[config.mk]
export PLATFORM = sky130hd
export DESIGN_NAME = sd_xfer_status
export DESIGN_NICKNAME = d
export VERILOG_FILES = /design/src/rtl/sd_xfer_status.sv
export SDC_FILE = /design/constraint.sdc
export NUM_CORES = 1
export LEC_CHECK = 0
export ABC_CLOCK_PERIOD_IN_PS = 1500
export BUFFER_PORTS_ARGS = -buffer_cell sky130_fd_sc_hd__buf_2
export CAP_MARGIN = 20
export CORE_MARGIN = 3
export CORE_UTILIZATION = 38
export DETAILED_ROUTE_END_ITERATION = 10
export PLACE_DENSITY_LB_ADDON = 0.1
export SLEW_MARGIN = 20
export SYNTH_ARGS = -nofsm -noshare
export SYNTH_HDL_FRONTEND = slang
export SYNTH_SLANG_ARGS = --single-unit
[constraint.sdc]
create_clock -name clk -period 1.5 [get_ports clk]
set_input_delay 0.225 -clock clk [delete_from_list [all_inputs] [get_ports clk]]
set_output_delay 0.225 -clock clk [all_outputs]
set_load 0.01 [all_outputs]
[src/rtl/sd_xfer_status.sv]
module sd_xfer_status #(
  parameter int DATA_W = 32,
  parameter int ADDR_W = 2
) (
  input  logic              clk,
  input  logic              rst_n,
  input  logic              cmd_inhibit,
  input  logic              xfer_done,
  input  logic              gap_halt,
  input  logic              desc_irq,
  input  logic              blk_space,
  input  logic              wr_active,
  input  logic              stop_gap_req,
  input  logic              dma_tx_mode,
  input  logic [ADDR_W-1:0] reg_addr,
  input  logic              reg_wr,
  input  logic [DATA_W-1:0] reg_wdata,
  output logic [DATA_W-1:0] reg_rdata,
  output logic              irq,
  output logic              dma_req
);
  localparam int NB = 5;
  localparam logic [ADDR_W-1:0] STS_ADDR = '0;
  localparam logic [ADDR_W-1:0] EN_ADDR  = ADDR_W'(1);

  logic [NB-1:0] sts, en, set_ev, clr;
  logic          inhibit_q;
  logic          gap_stop, buf_free;

  assign gap_stop = gap_halt & stop_gap_req;
  assign buf_free = blk_space & wr_active;

  assign set_ev = {buf_free & ~dma_tx_mode,
                   desc_irq,
                   gap_stop,
                   xfer_done | gap_stop,
                   inhibit_q & ~cmd_inhibit};

  assign clr = (reg_wr && reg_addr == STS_ADDR) ? reg_wdata[NB-1:0] : '0;

  always_ff @(posedge clk or negedge rst_n) begin
    if (!rst_n) begin
      sts       <= '0;
      en        <= '0;
      inhibit_q <= 1'b0;
      dma_req   <= 1'b0;
    end else begin
      sts       <= (sts & ~clr) | set_ev;
      inhibit_q <= cmd_inhibit;
      dma_req   <= buf_free & dma_tx_mode;
      if (reg_wr && reg_addr == EN_ADDR) en <= reg_wdata[NB-1:0];
    end
  end

  always_comb begin
    reg_rdata = '0;
    if (reg_addr == STS_ADDR)     reg_rdata[NB-1:0] = sts;
    else if (reg_addr == EN_ADDR) reg_rdata[NB-1:0] = en;
  end

  assign irq = |(sts & en);

  p_cc_fall_r1: assert property (@(posedge clk) disable iff (!rst_n)
    $rose(sts[0]) |-> (!$past(cmd_inhibit) && $past(cmd_inhibit, 2)));

  p_gap_needs_req_r3: assert property (@(posedge clk) disable iff (!rst_n)
    $rose(sts[2]) |-> $past(gap_halt && stop_gap_req));

  p_no_bufrdy_in_dma_r6: assert property (@(posedge clk) disable iff (!rst_n)
    $rose(sts[4]) |-> !$past(dma_tx_mode));

  p_dma_req_cause_r6: assert property (@(posedge clk) disable iff (!rst_n)
    dma_req |-> $past(blk_space && wr_active && dma_tx_mode));

  p_clear_takes_r7: assert property (@(posedge clk) disable iff (!rst_n)
    (reg_wr && reg_addr == STS_ADDR && reg_wdata[3] && !desc_irq) |=> !sts[3]);

  p_set_wins_r8: assert property (@(posedge clk) disable iff (!rst_n)
    (xfer_done && reg_wr && reg_addr == STS_ADDR && reg_wdata[1]) |=> sts[1]);

  p_mask_all_r9: assert property (@(posedge clk) disable iff (!rst_n)
    (reg_wr && reg_addr == EN_ADDR && reg_wdata[NB-1:0] == '0) |=> !irq);
endmodule

* Yosys cells after proc, flatten, opt, wreduce, memory -nomap -nowiden
Index checks and enable logic that the tools add are counted.
** Cells by class
- Equality and inequality tests :: 1
- Mux-type cells :: 3
- Bitwise gates (word level) :: 12
- Reduce and logical (&&, ||, !) cells :: 4
** Operators by type and width (number)
- $mux W5 :: 3
- $and A5 B5 Y5 :: 2
- $and A1 B1 Y1 :: 5
- $not A5 Y5 :: 1
- $or A5 B5 Y5 :: 1
- $reduce_or A5 Y1 :: 1
- $eq A2 B1 Y1 const B :: 1
- $logic_and A1 B1 Y1 :: 2
- $logic_not A2 Y1 :: 1
- $not A1 Y1 :: 2
- $or A1 B1 Y1 :: 1
** Storage, ports and cells
- Bits in registers :: 12
- Input bits :: 45
- Output and inout port bits :: 34
- Word-level logic and storage cells :: 24

* Logic depth before layout (Yosys ltp)
Gate-level depths: netlist of run 1.
- Word-level depth :: 6
- Mapped depth :: 3
- Mapped depth without buffers :: 2

* Worst setup path after synthesis of run 1
Ideal clock, no wire load.
- Path kind :: register to output
- From :: register en[3]
- To :: output irq
- Data arrival time :: 0.810 ns
- Required time :: 1.275 ns
- Slack :: 0.465 ns
- Cell stages (with the launch flop) :: 3
- Path buffers :: 0
- Cell sequence :: dfrtp_1 a222oi_1 nand2_1
** On the way
- Word-level cells in the longest chain between the ends :: 2
** RTL lines
- start: declaration :: RTL line 26 : logic [NB-1:0] sts, en, set_ev, clr;
- start signal: assignment :: RTL line 51 : if (reg_wr && reg_addr == EN_ADDR) en <= reg_wdata[NB-1:0];
- $and A5 B5 Y5 :: RTL line 61 : assign irq = |(sts & en);
- $reduce_or A5 Y1 :: RTL line 61
- end: declaration :: RTL line 19 : output logic irq,
Every way passes these cells.

* Final worst setup path of run 1
- From :: register sts[3]
- To :: output irq
** On the way
- Word-level cells in the longest chain between the ends :: 2
** RTL lines
- start: declaration :: RTL line 26
- start signal: assignment :: RTL line 48 : sts <= (sts & ~clr) | set_ev;
- $and A5 B5 Y5 :: RTL line 61
- $reduce_or A5 Y1 :: RTL line 61
Every way passes these cells.

==> impl_metrics.csv, run 1 <==
group,metric,value,unit
synth,synth_compound_area_share,7.84,%
cts,clk_latency,0.27,ns
floorplan,initial_utilization,43.0,%
run_status,outcome,"completed",
placed_design,preCtsSetupSlack,0.323,ns
timing,rsz0062_at_grt,"true",
synth,synth_top_area_cell,"dfrtp_1",
global_routing,grt_max_degree,13,
min_path,holdPathEnd,"inhibit_q$_DFF_PN0_",
power_and_ir_drop,p_leak,0.487,nW
timing,finalSetupViolations,0,
synth,avgSynthCellArea,10.2,um2
synth,netlist_area,798,um2
critical_path,crit_arrival,1.24,ns
cts,path_clk_slew,0.09,ns
cts,numCtsBuffers,3,
timing,drv_slew,0,
critical_path,critPathKind,"reg2out",
critical_path,worstReg2RegEnd,"sts[1]$_DFF_PN0_",
finish,drive_gt1_share,29.2,%
floorplan,io_pins,79,
critical_path,cp_max_fo,2,
finish,final_common_cell,"conb_1",
routing,wire_per_inst,11.6,um
global_routing,grt_remaining_overflow,0,
cts,cts_buffer_depth,2,
floorplan,die_area,0.00269,mm2
cts,clkSinkCount,12,
power_and_ir_drop,p_total,0.000826,W
synth,ys_warn_count,0,
job,maxCapViolCount,0,
global_routing,grt_pass1_wl,2390,um
power_and_ir_drop,power.internal,0.000582,W
synth,synth-simple-area-share,12.1,%
routing,postRouteAntennaNets,0,
placed_design,post-dp-hpwl,1200,um
placed_design,dp.cells,125,
finish,fill_cells,204,
cts,htreeDepth,1,
routing,drt_iter0_drc,11,
timing,fin_skew,0.0000410,ns
synth,yosysSeqAreaShare,37.6,%
finish,regArea,300,um2
min_path,min-delay-start,"cmd_inhibit",
min_path,hold-path-cell-count,1,
finish,area_delta_synth_final,11.1,%
placed_design,place_congestion,0.671,
floorplan,core_area,0.00186,mm2
synth,synth-xor-area-share,0,%
finish,finish.utilization,47.7,%
power_and_ir_drop,p_sw,0.000244,W
power_and_ir_drop,peakVddDrop,0.513,mV
synth,synth_top_family_by_area,"buffers and inverters",
critical_path,rr_worst_depth,1,
power_and_ir_drop,pwr-share-clk,32.1,%
routing,post-route-drc-count,0,
cts,cts_tree,"built",
synth,syn_inst,78,
global_routing,grt_use_total,12.8,%
power_and_ir_drop,pwr-share-seq,46.7,%
timing,finalCritPeriodShare,97.8,%
floorplan,die_width,51.8,um
routing,wl,1520,um
synth,synthMuxAreaShare,13.3,%
finish,insertedDiodeCount,0,
finish,layout_common_cells,"27 x conb_1, 24 x buf_2, 12 x dfrtp_1, 6 x nor2_1",
critical_path,cp-end-kind,"output pin",
routing,drt-pass1-iter-count,4,
global_routing,antenna_found_initial,0,
critical_path,regToRegStartpoint,"sts[1]$_DFF_PN0_",
critical_path,crit_path_start_kind,"flip-flop",
floorplan,die_y,51.8,um
synth,post_synth_num_cell_types,20,
critical_path,reg2reg_slack,0.69,ns
synth,yosys.area_share.adder,0,%
finish,multiInputGateArea,367,um2
finish,fin_cells,131,
min_path,holdCritPathClass,"in2reg",
cts,cts_root_buffer,"clkbuf_4",
critical_path,cp.required,1.27,ns
finish,layout.nets,152,
power_and_ir_drop,p_sw_share,29.5,%
power_and_ir_drop,power_frac_comb,21.2,%
timing,setup_ws,0.0323,ns
synth,synth_area_leaders,"dfrtp_1 38%, buf_4 25%, mux2_1 7.1%",
synth,ys_ff_latch,12,
floorplan,fp-row-count,15,
power_and_ir_drop,powerDensity,931,mW/mm2
synth,synthDominantCellAreaShare,37.6,%
routing,via_per_inst,4.34,
timing,min_period,1.47,ns
timing,hold_viol,0,
routing,vias,569,
timing,timing.hold.ws,0.0709,ns
global_routing,grt_pass1_vias,483,
cts,ctsResizeCount,0,
timing,fmax,0.681,GHz
placed_design,io_buffers,24,
## critical path, stage by stage, from the launching register on
cell and delay [ns]:
dfrtp_1 0.39, a222oi_1 0.32, nand2_1 0.10, buf_2 0.15
## timing repair
item / 4_1_cts / 5_1_grt
setup endpoints to repair: 0 / 1
endpoints found under the hold margin: 12 / 0
hold buffers: 1 / 0
buffers inserted: 0 / 1
## per-layer routing
metal  vias to the layer above  global-route usage, %  routed length (um)
met3                         4                   2.87                 135
met4                         0                   7.86                  25
met2                        34                   19.0                 746
li1                        267                      -                   -
met5                         -                      0                   0
met1                       264                   16.5                 614
## sequential cells by signal (all words and copies together), names as in the netlist
register and count:
sts 5, inhibit_q 1, dma_req 1, en 5
## synth_stat cells
cell	number
a221o_1	1
nor2_1	6
nand3b_4	1
conb_1	1
nand2_1	3
buf_4	27
a31oi_1	2
nand4bb_1	1
nor3b_2	1
nand2b_1	2
dfrtp_1	12
mux2i_1	5
buf_6	1
a222oi_1	1
a22oi_1	1
inv_1	4
and3_1	1
a21oi_1	1
o221ai_1	2
mux2_1	5
## how the worst max path moves through the flow
| stage | slack, ns | start | endpoint |
|---|---|---|---|
| floorplan | 0.46 | en[3]$_DFFE_PN0P_ | irq |
| global placement | 0.31 | en[3]$_DFFE_PN0P_ | irq |
| detailed placement | 0.32 | en[3]$_DFFE_PN0P_ | irq |
| CTS | 0.01 | en[3]$_DFFE_PN0P_ | irq |
| global route | -0.05 | sts[3]$_DFF_PN0_ | irq |
| finish | 0.03 | sts[3]$_DFF_PN0_ | irq |
## stage by stage
stage                     TNS [ns]  cell area, um2
after floorplan                  0             896
after global placement           0             833
after detailed placement         0             833
after CTS                        0             880
after global routing       -0.0528             887
final                            0             887
## layout make-up
cell class / instances / share of cell area, %
clock buffers: 4 / 4.09
inverters: 4 / 1.69
multi-input cells: 60 / 41.3
flip-flops and latches: 12 / 33.9
well taps: 25 / 3.53
repair buffers: 26 / 15.5
## kinds of logic (layout without fill, tap and decap cells)
family / count (synthesis) / count (layout)
simple gates: 15 / 15
other cells: 1 / 27
mux: 10 / 10
compound gates: 8 / 8
buf+inv: 32 / 34
flops: 12 / 12
## power by group through the flow
stage	Sequential (W)	Clock [W]	Combinational, W
2_1_floorplan	0.000385	0	0.000165
3_3_place_gp	0.000390	0	0.000171
3_5_place_dp	0.000393	0	0.000173
4_1_cts	0.000386	0.000271	0.000175
5_1_grt	0.000392	0.000289	0.000200
6_report	0.000386	0.000265	0.000175
(Power assumes the default switching activity.)
==> run 2, diff against run 1 <==
--- a/config.mk
+++ b/config.mk
@@ -7,3 +7,3 @@
 export LEC_CHECK = 0
-export ABC_CLOCK_PERIOD_IN_PS = 1500
+export ABC_CLOCK_PERIOD_IN_PS = 1550
 export BUFFER_PORTS_ARGS = -buffer_cell sky130_fd_sc_hd__buf_2
@@ -11,3 +11,3 @@
 export CORE_MARGIN = 3
-export CORE_UTILIZATION = 38
+export CORE_UTILIZATION = 35
 export DETAILED_ROUTE_END_ITERATION = 10
==> constraint.sdc (replaced) <==
create_clock -name clk -period 1.55 [get_ports clk]
set_input_delay 0.31 -clock clk [delete_from_list [all_inputs] [get_ports clk]]
set_output_delay 0.31 -clock clk [all_outputs]
set_load 0.01 [all_outputs]
==> impl_metrics.csv, run 2 (synthesized netlist as in run 1, its figures left out) <==
group,metric,value,unit
timing,rsz0062_at_grt,"true",
critical_path,cp.required,1.24,ns
timing,setup_ws,-0.0172,ns
routing,vias,544,
critical_path,cp_max_fo,2,
min_path,holdCritPathClass,"in2reg",
finish,area_delta_synth_final,11.4,%
timing,min_period,1.57,ns
routing,highest_layer,"met4",
global_routing,grt_use_total,10.6,%
critical_path,cp-end-kind,"output pin",
floorplan,io_pins,79,
floorplan,die_width,53.8,um
routing,postRouteAntennaNets,0,
cts,cts_tree,"built",
critical_path,critPathTopFamily,"flip-flops",
critical_path,reg2reg_slack,0.73,ns
run_status,outcome,"complete, but fails checks",
timing,drv_slew,0,
critical_path,crit_arrival,1.26,ns
finish,regArea,300,um2
power_and_ir_drop,power_frac_comb,21.4,%
power_and_ir_drop,p_sw_share,28.8,%
floorplan,core_area,0.00206,mm2
placed_design,place_congestion,0.737,
power_and_ir_drop,pwr-share-clk,31.3,%
routing,m1WireLength,627,um
placed_design,preCtsSetupSlack,0.274,ns
floorplan,initial_utilization,38.7,%
critical_path,regToRegStartpoint,"en[4]$_DFFE_PN0P_",
routing,dr_wl_met3,163,um
finish,reg.largest.list,"en: 5 flops, sts: 5 flops",
global_routing,grt_pass1_wl,2150,um
finish,finish.utilization,43.1,%
routing,post-route-drc-count,0,
cts,clkSinkCount,12,
timing,hold_viol,0,
min_path,min-delay-start,"cmd_inhibit",
routing,wl,1430,um
min_path,holdPathEnd,"inhibit_q$_DFF_PN0_",
global_routing,grt_max_degree,13,
cts,clk_latency,0.27,ns
routing,route.met2.wl,631,um
critical_path,crit_start,"sts[3]$_DFF_PN0_",
timing,finalCritPeriodShare,101,%
finish,layout_common_cells,"27 x conb_1, 24 x buf_2, 12 x dfrtp_1, 6 x nor2_1",
finish,fin_cells,133,
floorplan,die_y,53.8,um
global_routing,antenna_found_initial,0,
critical_path,critical-path-max-stage-delay,0.40,ns
finish,final_common_cell,"conb_1",
min_path,hold-path-cell-count,1,
routing,wire_per_inst,10.7,um
critical_path,crit_buf_inv,1,
finish,insertedDiodeCount,0,
floorplan,fp-row-count,16,
timing,finalSetupViolations,1,
routing,via_per_inst,4.09,
critical_path,rr_worst_depth,1,
placed_design,io_buffers,24,
global_routing,grt_pass1_vias,503,
finish,fill_cells,230,
finish,layout.nets,152,
placed_design,dp.cells,127,
job,maxCapViolCount,0,
cts,path_clk_slew,0.08,ns
critical_path,slowest_stage,"dfrtp_1",
cts,cts_buffer_depth,2,
cts,numCtsBuffers,3,
timing,fin_skew,0.0000713,ns
cts,cts_root_buffer,"clkbuf_4",
routing,drt_iter0_drc,12,
run_status,violations,"setup timing",
routing,drt-pass1-iter-count,4,
power_and_ir_drop,powerDensity,889,mW/mm2
critical_path,crit_chain,"a222oi_1 > nand2_1 > buf_2",
critical_path,critPathKind,"reg2out",
critical_path,worstReg2RegEnd,"en[4]$_DFFE_PN0P_",
finish,multiInputGateArea,367,um2
global_routing,grt_remaining_overflow,0,
timing,fmax,0.638,GHz
finish,drive_gt1_share,29.2,%
floorplan,die_area,0.00289,mm2
power_and_ir_drop,p_leak,0.487,nW
power_and_ir_drop,pwr-share-seq,47.2,%
power_and_ir_drop,power.internal,0.000563,W
placed_design,post-dp-hpwl,1180,um
power_and_ir_drop,peakVddDrop,0.548,mV
power_and_ir_drop,p_sw,0.000227,W
cts,htreeDepth,1,
critical_path,crit_path_start_kind,"flip-flop",
## run 2: final cells by class
cell class | instances | share of cell area (%)
Clock buffer | 4 | 4.08
Inverter | 4 | 1.69
Multi-Input combinational cell | 60 | 41.2
Sequential cell | 12 | 33.8
Tap cell | 27 | 3.80
Timing Repair Buffer | 26 | 15.5
## run 2: worst max path at each step
stage | end | slack [ns] | cells after the start
final | irq | -0.02 | 3
after global routing | irq | -0.10 | 3
after CTS | irq | -0.02 | 3
after detailed placement | irq | 0.27 | 3
after global placement | reg_rdata[2] | 0.28 | 4
after floorplan | irq | 0.43 | 2
## run 2: repair_timing
action,4_1_cts,5_1_grt
buffers inserted,1,0
pin swaps,1,0
endpoints found under the setup margin,1,1
hold buffers,1,0
gates resized for setup,0,0
endpoints found under the hold margin,12,0
## run 2: stage by stage
step	hold slack, ns	total power (W)	cell area [um2]	TNS, ns
after floorplan	0.0144	0.000532	896	0
after global placement	0.205	0.000543	836	0
after detailed placement	0.205	0.000548	836	0
after CTS	0.145	0.000805	890	-0.0231
after global routing	0.144	0.000849	890	-0.103
final	0.159	0.000790	890	-0.0172
## run 2: routing by layer
layer	up-vias	GRT usage (%)
met5	-	0
met4	0	6.38
met3	2	1.94
met2	36	17.1
met1	241	13.1
li1	265	-
## run 2: power groups by stage
stage	sequential (W)	clock (W)	combinational, W
detailed placement	0.000380	0	0.000168
global placement	0.000378	0	0.000165
finish	0.000373	0.000248	0.000169
global route	0.000378	0.000277	0.000194
CTS	0.000374	0.000259	0.000172
floorplan	0.000372	0	0.000159
